===== config.mk =====
export PLATFORM = sky130hd
export DESIGN_NAME = fdst_tracker
export DESIGN_NICKNAME = d
export VERILOG_FILES = /design/src/rtl/fdst_pkg.sv /design/src/rtl/fdst_drive_status.sv /design/src/rtl/fdst_seek_eval.sv /design/src/rtl/fdst_unit_scan.sv /design/src/rtl/fdst_tracker.sv
export SDC_FILE = /design/constraint.sdc
export NUM_CORES = 1
export LEC_CHECK = 0
export BUFFER_PORTS_ARGS = -buffer_cell sky130_fd_sc_hd__buf_2
export CORE_MARGIN = 2
export CORE_UTILIZATION = 55
export CTS_BUF_LIST = sky130_fd_sc_hd__clkbuf_2 sky130_fd_sc_hd__clkbuf_4 sky130_fd_sc_hd__clkbuf_8
export DETAILED_ROUTE_END_ITERATION = 8
export GPL_ROUTABILITY_DRIVEN = 0
export PLACE_DENSITY = 0.76
export SYNTH_ARGS = -nofsm -noshare
export SYNTH_HDL_FRONTEND = slang
export SYNTH_SLANG_ARGS = --single-unit

===== constraint.sdc =====
create_clock -name clk -period 5.7 [get_ports clk]
set_clock_uncertainty 0.1 [all_clocks]
set_input_delay 1.14 -clock clk [delete_from_list [all_inputs] [get_ports clk]]
set_output_delay 1.14 -clock clk [all_outputs]
set_load 0.01 [all_outputs]

===== src/rtl/fdst_pkg.sv =====
package fdst_pkg;

    typedef enum logic [1:0] {
        OP_DRV_STAT = 2'd0,
        OP_SEEK     = 2'd1,
        OP_RECAL    = 2'd2,
        OP_INT_STAT = 2'd3
    } fdst_op_e;

    localparam logic [7:0] ST_ABNORMAL  = 8'h40;
    localparam logic [7:0] ST_SEEK_END  = 8'h20;
    localparam logic [7:0] ST_NOT_READY = 8'h08;

    localparam logic [7:0] DS_FAULT     = 8'h80;
    localparam logic [7:0] DS_WPROT     = 8'h40;
    localparam logic [7:0] DS_READY     = 8'h20;
    localparam logic [7:0] DS_TRACK0    = 8'h10;
    localparam logic [7:0] DS_TWO_SIDE  = 8'h08;

    localparam logic [7:0] INVALID_CMD  = 8'h80;

endpackage


===== src/rtl/fdst_drive_status.sv =====
module fdst_drive_status
    import fdst_pkg::*;
(
    input  logic [7:0] base,
    input  logic       equipped,
    input  logic       media,
    input  logic       wprot,
    input  logic       trk_zero,
    output logic [7:0] status
);
    always_comb begin
        status = base;
        if (equipped) begin
            status = status | DS_TWO_SIDE;
            if (trk_zero) status = status | DS_TRACK0;
            if (media)    status = status | DS_READY;
            if (wprot)    status = status | DS_WPROT;
        end else begin
            status = status | DS_FAULT;
        end
    end
endmodule


===== src/rtl/fdst_seek_eval.sv =====
module fdst_seek_eval
    import fdst_pkg::*;
(
    input  logic [7:0] base,
    input  logic       is_recal,
    input  logic       equipped,
    input  logic       media,
    output logic [7:0] pend,
    output logic       move
);
    always_comb begin
        pend = base | ST_SEEK_END;
        move = 1'b0;
        if (!equipped) begin
            pend = pend | ST_NOT_READY | ST_ABNORMAL;
        end else if (!media) begin
            // recalibrate flags only not-ready; seek treats it as unequipped
            pend = is_recal ? (pend | ST_NOT_READY)
                            : (pend | ST_NOT_READY | ST_ABNORMAL);
        end else begin
            move = 1'b1;
        end
    end
endmodule


===== src/rtl/fdst_unit_scan.sv =====
module fdst_unit_scan #(
    parameter int NUM_UNITS = 4,
    localparam int UNIT_W = (NUM_UNITS > 1) ? $clog2(NUM_UNITS) : 1
) (
    input  logic [NUM_UNITS-1:0][7:0] pend,
    output logic                      found,
    output logic [UNIT_W-1:0]         idx
);
    logic [NUM_UNITS-1:0] busy;

    for (genvar g = 0; g < NUM_UNITS; g++) begin : g_busy
        assign busy[g] = |pend[g];
    end

    always_comb begin
        found = 1'b0;
        idx   = '0;
        // highest first so the lowest-numbered unit wins
        for (int i = NUM_UNITS - 1; i >= 0; i--) begin
            if (busy[i]) begin
                found = 1'b1;
                idx   = UNIT_W'(i);
            end
        end
    end
endmodule


===== src/rtl/fdst_tracker.sv =====
module fdst_tracker
    import fdst_pkg::*;
#(
    parameter int NUM_UNITS = 4,
    parameter int CYL_W     = 8,
    localparam int UNIT_W   = (NUM_UNITS > 1) ? $clog2(NUM_UNITS) : 1
) (
    input  logic                 clk,
    input  logic                 rst_n,
    input  logic                 cmd_valid,
    input  logic [1:0]           cmd_op,
    input  logic [UNIT_W-1:0]    cmd_unit,
    input  logic                 cmd_head,
    input  logic [CYL_W-1:0]     cmd_cyl,
    input  logic [NUM_UNITS-1:0] equip_mask,
    input  logic [NUM_UNITS-1:0] media_present,
    input  logic [NUM_UNITS-1:0] write_prot,
    output logic                 res_valid,
    output logic [1:0]           res_count,
    output logic [7:0]           res_byte0,
    output logic [7:0]           res_byte1,
    output logic                 irq_clear
);
    typedef struct packed {
        logic [NUM_UNITS-1:0][7:0]       pend;
        logic [NUM_UNITS-1:0][CYL_W-1:0] trk;
        logic                            vld;
        logic [1:0]                      cnt;
        logic [7:0]                      b0;
        logic [7:0]                      b1;
        logic                            iclr;
    } state_t;

    state_t st_d, st_q;

    logic [7:0]        base_w;
    logic [7:0]        drv_stat_w;
    logic [7:0]        seek_pend_w;
    logic              seek_move_w;
    logic              scan_found_w;
    logic [UNIT_W-1:0] scan_idx_w;
    fdst_op_e          op_w;

    assign op_w   = fdst_op_e'(cmd_op);
    assign base_w = 8'({cmd_head, cmd_unit});

    fdst_drive_status u_drive_status (
        .base     (base_w),
        .equipped (equip_mask[cmd_unit]),
        .media    (media_present[cmd_unit]),
        .wprot    (write_prot[cmd_unit]),
        .trk_zero (st_q.trk[cmd_unit] == '0),
        .status   (drv_stat_w)
    );

    fdst_seek_eval u_seek_eval (
        .base     (base_w),
        .is_recal (op_w == OP_RECAL),
        .equipped (equip_mask[cmd_unit]),
        .media    (media_present[cmd_unit]),
        .pend     (seek_pend_w),
        .move     (seek_move_w)
    );

    fdst_unit_scan #(.NUM_UNITS(NUM_UNITS)) u_unit_scan (
        .pend  (st_q.pend),
        .found (scan_found_w),
        .idx   (scan_idx_w)
    );

    always_comb begin
        st_d      = st_q;
        st_d.vld  = 1'b0;
        st_d.iclr = 1'b0;
        if (cmd_valid) begin
            unique case (op_w)
                OP_DRV_STAT: begin
                    st_d.vld = 1'b1;
                    st_d.cnt = 2'd1;
                    st_d.b0  = drv_stat_w;
                    st_d.b1  = 8'h00;
                end
                OP_SEEK, OP_RECAL: begin
                    st_d.pend[cmd_unit] = seek_pend_w;
                    if (seek_move_w)
                        st_d.trk[cmd_unit] = (op_w == OP_SEEK) ? cmd_cyl : '0;
                end
                OP_INT_STAT: begin
                    st_d.vld = 1'b1;
                    if (scan_found_w) begin
                        st_d.cnt              = 2'd2;
                        st_d.b0               = st_q.pend[scan_idx_w];
                        st_d.b1               = 8'(st_q.trk[scan_idx_w]);
                        st_d.pend[scan_idx_w] = 8'h00;
                    end else begin
                        st_d.cnt  = 2'd1;
                        st_d.b0   = INVALID_CMD;
                        st_d.b1   = 8'h00;
                        st_d.iclr = 1'b1;
                    end
                end
                default: ;
            endcase
        end
    end

    always_ff @(posedge clk) begin
        if (!rst_n) st_q <= '0;
        else        st_q <= st_d;
    end

    assign res_valid = st_q.vld;
    assign res_count = st_q.cnt;
    assign res_byte0 = st_q.b0;
    assign res_byte1 = st_q.b1;
    assign irq_clear = st_q.iclr;

    // a result only follows an accepted sense command, one cycle later
    a_r2_result_follows_cmd: assert property (@(posedge clk) disable iff (!rst_n)
        res_valid |-> $past(cmd_valid) && ($past(cmd_op) == OP_DRV_STAT || $past(cmd_op) == OP_INT_STAT));

    // sense commands always answer on the next cycle
    a_r2_sense_answers: assert property (@(posedge clk) disable iff (!rst_n)
        (cmd_valid && (cmd_op == OP_DRV_STAT || cmd_op == OP_INT_STAT)) |=> res_valid);

    // a two-byte answer always carries a seek-end status
    a_r10_two_bytes_seek_end: assert property (@(posedge clk) disable iff (!rst_n)
        (res_valid && res_count == 2'd2) |-> res_byte0[5]);

    // interrupt clear only with the lone invalid byte
    a_r11_iclr_alone: assert property (@(posedge clk) disable iff (!rst_n)
        irq_clear |-> res_valid && res_count == 2'd1 && res_byte0 == INVALID_CMD);

    // a movable seek lands the track register in one step
    a_r6_seek_lands: assert property (@(posedge clk) disable iff (!rst_n)
        (cmd_valid && cmd_op == OP_SEEK && equip_mask[cmd_unit] && media_present[cmd_unit])
        |=> st_q.trk[$past(cmd_unit)] == $past(cmd_cyl));

    // seek or recalibrate leaves a fresh pending status with seek end
    a_r12_pending_set: assert property (@(posedge clk) disable iff (!rst_n)
        (cmd_valid && (cmd_op == OP_SEEK || cmd_op == OP_RECAL))
        |=> st_q.pend[$past(cmd_unit)][5] && !res_valid);

endmodule


==> results_dict.tcl, run 1 <==
set metrics [dict create \
    final_util_pct 61.10 \
    dieArea_mm2 0.008095 \
    instances_no_fill 566 \
    syn_avg_cell_area_um2 9.197 \
    dieWidth_um 89.97 \
    cts-root-buf "clkbuf_8" \
    comb_power_share_pct 12.7 \
    fillers 665 \
    cellPowerDensity_mw_per_mm2 269.0 \
    cp_max_fo 15 \
    cpMostUsedCell "a21oi_1" \
    final.min_clock_period_ns 3.238 \
    grt_overflow 0 \
    diodes 0 \
    path_cells "buf_2 > inv_1 > ha_1 > nor2b_1 > nand2_1 > a21oi_1 > o21ai_0 > a21oi_1" \
    path_delay_family "compound AO/OA/AOI/OAI gates" \
    max_stage_delay_ns 0.74 \
    status "complete, no violations" \
    relSlewSlack_pct 39.17 \
    clk_path_buf_depth 2 \
    post_drt_wl_per_cell_um 18.33 \
    ys_seq_elements 84 \
    via_per_inst 6.299 \
    internal-power_w 0.0008566 \
    drive_above_1_share_pct 17.77 \
    ant_nets 0 \
    worst_setup_path_end_kind "register" \
    synth_cells 442 \
    wl_um 10380 \
    firstDrtPassIters 5 \
    die_h_um 89.97 \
    power_frac_clock_pct 36.5 \
    area_growth_syn_to_layout_pct 8.433 \
    min_delay_path_depth 2 \
    r2r_start "st_q[67]" \
    drt_iter0_drc 226 \
    fin_crit_sh_pct 56.80 \
    worst_pin_slew_ns 0.9107 \
    path_depth 8 \
    required_ns 5.90 \
    dpl.hpwl_um 7567 \
    vias 3565 \
    synth_edf_count 0 \
    clkSinkCount 84 \
    hold_path_class "register to register" \
    grt.total_usage_pct 26.29 \
    grt_pass1_vias 3370 \
    regToRegSetupSlack_ns 2.93 \
    p_switching_w 0.0003290 \
    rows 31 \
    finalHoldViolCount 0 \
    rsz0062_at_grt "false" \
    route.detailed.drc 0 \
    r2r_end "st_q[79]" \
    syn_area_mm2 0.004065 \
    ir_drop_mv 0.1525 \
    p_leak_nw 1.943 \
    critPathLaunchType "input port" \
    grt_pass1_wl_um 16780 \
    multi_input_area_mm2 0.002126 \
    core_area_mm2 0.007214 \
    htreeDepth 3 \
    cpMaxStageDelayCell "nor2b_1" \
    timing.setup.tns_ns 0 \
    final_common_cell "dfxtp_1" \
    setup_violations 0 \
    cts_hold_buf 0 \
    sw_frac_of_total_pct 27.75 \
    clk_pin_slew_ns 0.09 \
    drv_cap 0 \
    grt_max_degree 65 \
    worstSkewPairLatency_ns 0.37 \
    syn_nets 474 \
    initial_core_util_pct 56.35 \
    ys.flop_type "dfxtp_1" \
    holdPathEnd "res_count[1]" \
    cts_resized 0 \
    cts_tree "built" \
    port_buffers 47 \
    crit_buf_inv 2 \
    io_pins 48 \
    critPathKind "input port to register" \
    ys.warnings.count 0 \
    antenna_found_initial 0 \
    slew_violations 0 \
    hold_start "res_count[1]" \
    dp_cells 550 \
    synth.distinct_cells 51 \
    ys_async_sr_fraction_pct 0 \
    pwr-share-seq_pct 50.8 \
    yosysSeqAreaShare_pct 41.37 \
    postCtsSetupBuffers 0 \
    rr_worst_depth 5 \
    cts_buffers 9 \
    max_freq_mhz 308.9 \
    layout_common_cells "84 x dfxtp_1, 63 x nand2_1, 47 x buf_2" \
    regArea_mm2 0.001682 \
    nNetsFinal 494 \
    crit_arrival_ns 3.44 \
]
cells by family (layout without fill, tap and decap cells):
kind of cell | after synthesis | in the layout | synth area share, %
AND/OR/NAND/NOR | 167 | 167 | 23.64
AO/OA/AOI/OAI | 104 | 104 | 17.88
flip-flops | 84 | 84 | 41.37
buffers and inverters | 48 | 73 | 6.340
multiplexers | 35 | 35 | 9.541
adder cells (fa/ha/maj) | 4 | 4 | 1.231
state kept, by name, summed over array words and instances (netlist names):
register and count:
res_byte0 8, res_byte1 8, res_valid 1, res_count 2
irq_clear 1, st_q 64
power groups by stage:
stage	Sequential (W)	Clock (W)	Combinational, W
global route	0.000604	0.000458	0.000162
detailed placement	0.000616	0	0.000146
floorplan	0.000614	0	0.000108
global placement	0.000616	0	0.000145
CTS	0.000602	0.000436	0.000147
finish	0.000603	0.000432	0.000151
cells in the mapped netlist (2+ instances only):
| cell type | number | share of area [%] |
|---|---|---|
| nor2b_1 | 6 | 0.92 |
| nor4_1 | 11 | 1.7 |
| nand2_4 | 3 | 0.83 |
| nor2_1 | 9 | 0.83 |
| ha_1 | 4 | 1.2 |
| and3b_1 | 2 | 0.43 |
| clkbuf_1 | 16 | 1.5 |
| o21a_1 | 3 | 0.55 |
| nor4_4 | 4 | 2.1 |
| a21oi_1 | 24 | 3.0 |
| a31oi_1 | 10 | 1.5 |
| o21ai_0 | 17 | 2.1 |
| dfxtp_1 | 84 | 41 |
| inv_1 | 9 | 0.83 |
| buf_4 | 20 | 3.7 |
| a21o_1 | 13 | 2.4 |
| a22o_1 | 6 | 1.3 |
| nand3_1 | 24 | 3.0 |
| mux2i_1 | 32 | 7.9 |
| nor4_2 | 2 | 0.62 |
| a221oi_1 | 11 | 2.4 |
| o41ai_1 | 2 | 0.43 |
| mux4_2 | 3 | 1.7 |
| nand2_1 | 63 | 5.8 |
| and2_1 | 22 | 3.4 |
| buf_2 | 2 | 0.25 |
| o211ai_1 | 2 | 0.37 |
| nand4_1 | 3 | 0.46 |
| nor3_1 | 2 | 0.25 |
| nand2b_1 | 2 | 0.31 |
| and4_1 | 3 | 0.65 |
| a32o_1 | 3 | 0.74 |
| and3_1 | 7 | 1.1 |
worst reg2reg max path, cell delays in order (launching register included):
cell and delay, ns:
dfxtp_1 0.36, nor4_4 0.53, nand4_4 0.23, a211oi_2 0.81
a311oi_2 0.33, a22o_1 0.30
layer usage:
| layer | up-vias | global-route usage, % | wire length, µm |
|---|---|---|---|
| li1 | 1644 | - | - |
| met1 | 1720 | 31.53 | 4173 |
| met2 | 159 | 45.14 | 5155 |
| met3 | 42 | 5.868 | 630 |
| met4 | 0 | 11.92 | 419 |
| met5 | - | 0 | 0 |
area by class of cell:
class	instances	area share [%]
Clock buffer	11	3.151
Clock inverter	5	1.391
Inverter	9	0.7664
Multi-Input combinational cell	310	48.23
Sequential cell	84	38.15
Tap cell	99	2.810
Timing Repair Buffer	48	5.507
how the worst max path moves through the flow:
stage	slack, ns	endpoint	startpoint
detailed placement	2.11	res_byte1[1]	cmd_op[0]
floorplan	2.84	st_q[44]	cmd_unit[0]
global route	2.20	res_byte0[6]	cmd_op[0]
finish	2.46	res_byte1[1]	cmd_op[0]
CTS	2.50	res_byte0[6]	cmd_op[0]
global placement	2.18	res_byte0[6]	cmd_op[0]
stage by stage:
stage	area [µm²]	hold WS, ns	worst slack, ns	power, W
after CTS	4408	0.3606	2.502	0.001186
final	4408	0.3573	2.462	0.001186
after global placement	4208	0.3461	2.182	0.0007606
after global routing	4408	0.4008	2.195	0.001224
after detailed placement	4208	0.3483	2.110	0.0007627
after floorplan	4065	0.3367	2.840	0.0007220
Note: power is estimated with default switching activity, not from simulation.
==> run 2, diff against run 1 <==
CORE_UTILIZATION = 54   (was 55)
PLACE_DENSITY = 0.78   (was 0.76)
clock period = 2.9 ns   (was 5.7 ns; I/O delays follow)
==> run 2 against run 1 <==
Critical endpoint is now st_q[82]. Worst setup slack worse by 1.9 ns. Highest routed layer unchanged. Flip-flop and latch count unchanged. Sequential share of layout area down 0.80 points. Wire length up 2.1%. Largest cell class unchanged.
==> results_dict.tcl, run 2 (synthesis gave the netlist of run 1 again) <==
set metrics [dict create \
    path_cells "nor4_2 > nand2_1 > a211oi_2 > a311oi_2 > a22o_1" \
    core_area_mm2 0.007253 \
    grt_pass1_vias 3406 \
    nNetsFinal 502 \
    firstDrtPassIters 5 \
    dieWidth_um 90.77 \
    clk_path_buf_depth 2 \
    critPathKind "register to register" \
    required_ns 3.05 \
    relSlewSlack_pct 53.66 \
    worstSkewPairLatency_ns 0.36 \
    drv_cap 0 \
    r2r_start "st_q[70]" \
    top_register "st_q" \
    diodes 0 \
    grt_pass1_wl_um 17130 \
    instances_no_fill 574 \
    cts_tree "built" \
    fin_crit_sh_pct 79.61 \
    dp_slack_ns 0.3279 \
    multi_input_area_mm2 0.002126 \
    p_leak_nw 2.011 \
    largest_reg_flops 64 \
    io_pins 48 \
    cts-root-buf "clkbuf_8" \
    clk_pin_slew_ns 0.09 \
    slew_violations 0 \
    hold_path_class "register to register" \
    htreeDepth 3 \
    drt_iter0_drc 238 \
    postLayoutSetupSlackWorst_ns 0.5914 \
    hold_start "res_count[1]" \
    initial_core_util_pct 56.05 \
    max_freq_mhz 433.2 \
    cpMaxStageDelayCell "nor4_2" \
    die_h_um 90.77 \
    setup_violations 0 \
    antenna_found_initial 0 \
    route.detailed.drc 0 \
    rows 31 \
    layout_common_cells "84 x dfxtp_1, 63 x nand2_1, 47 x buf_2" \
    final_util_pct 62.07 \
    fillers 630 \
    postCtsSetupBuffers 0 \
    wl_um 10600 \
    drive_above_1_share_pct 19.16 \
    via_per_inst 6.146 \
    grt_overflow 0 \
    dieArea_mm2 0.008238 \
    grt_max_degree 44 \
    vias 3528 \
    crit_arrival_ns 2.46 \
    final_common_cell "dfxtp_1" \
    grt.total_usage_pct 26.13 \
    max_stage_delay_ns 0.44 \
    rsz0062_at_grt "false" \
    worst_pin_slew_ns 0.6888 \
    post_drt_wl_per_cell_um 18.47 \
    ant_nets 0 \
    area_growth_syn_to_layout_pct 10.74 \
    status "complete, no violations" \
    worst_setup_path_end_kind "register" \
    final.min_clock_period_ns 2.309 \
    ir_drop_mv 0.3480 \
    dp_cells 558 \
    port_buffers 47 \
    cts_hold_buf 0 \
    critPathLaunchType "register" \
    cp_max_fo 10 \
    finalHoldViolCount 0 \
    regArea_mm2 0.001682 \
    cellPowerDensity_mw_per_mm2 546.4 \
    fin_area_mm2 0.004502 \
    crit_buf_inv 0 \
    dpl.hpwl_um 7728 \
    critPathLaunch "st_q[70]" \
    cts_buffers 9 \
    cts_resized 0 \
    place_area_mm2 0.004268 \
    clkSinkCount 84 \
    path_delay_family "compound AO/OA/AOI/OAI gates" \
    timing.setup.tns_ns 0 \
]
[run 2: changes by cell type in the layout (fill, tap and decap cells not counted)]
cell	before	now
clkinv_2	0	1
clkbuf_4	2	0
buf_4	1	9
bufinv_16	1	2
clkbuf_8	9	11
clkinvlp_4	3	0
clkinv_4	0	1
[run 2: worst reg2reg max path, delay by kind of cell, from the launching register on]
| kind | cells | cell delay (ns) |
|---|---|---|
| AND/OR/NAND/NOR | 2 | 0.81 |
| flip-flops | 1 | 0.34 |
| AO/OA/AOI/OAI | 3 | 0.96 |
[run 2: routing by layer]
layer	up-vias	part of all wire, %	GRT usage (%)
met1	1677	41	32.42
met3	34	6.8	5.092
li1	1650	-	-
met5	-	0	0
met4	0	3.5	11.28
met2	167	48	44.09
[run 2: final timing paths]
check        slack [ns]           end  cells after the start
max                0.59      st_q[82]                      5
min reg2reg        0.37  res_count[1]                      2
max reg2reg        0.59      st_q[82]                      5
min                0.37  res_count[1]                      2
[run 2: layout make-up]
cell class              count  area share, %
well taps                  99          2.752
inverters                   9         0.7504
repair buffers             56          6.726
clock buffers              11          3.363
flip-flops and latches     84          37.35
clock inverters             5          1.834
multi-input cells         310          47.22
[run 2: through the flow]
stage	power [W]	hold slack (ns)
2_1_floorplan	0.001419	0.3367
3_3_place_gp	0.001502	0.3569
3_5_place_dp	0.001509	0.3581
4_1_cts	0.002451	0.3750
5_1_grt	0.002529	0.4041
6_report	0.002460	0.3742
[run 2: power breakdown]
| part | leakage, nW | switching, W | internal, W |
|---|---|---|---|
| clock network | 0.120 | 0.000434 | 0.000535 |
| logic | 1.21 | 0.000202 | 0.000104 |
| registers | 0.678 | 0.0000150 | 0.00117 |
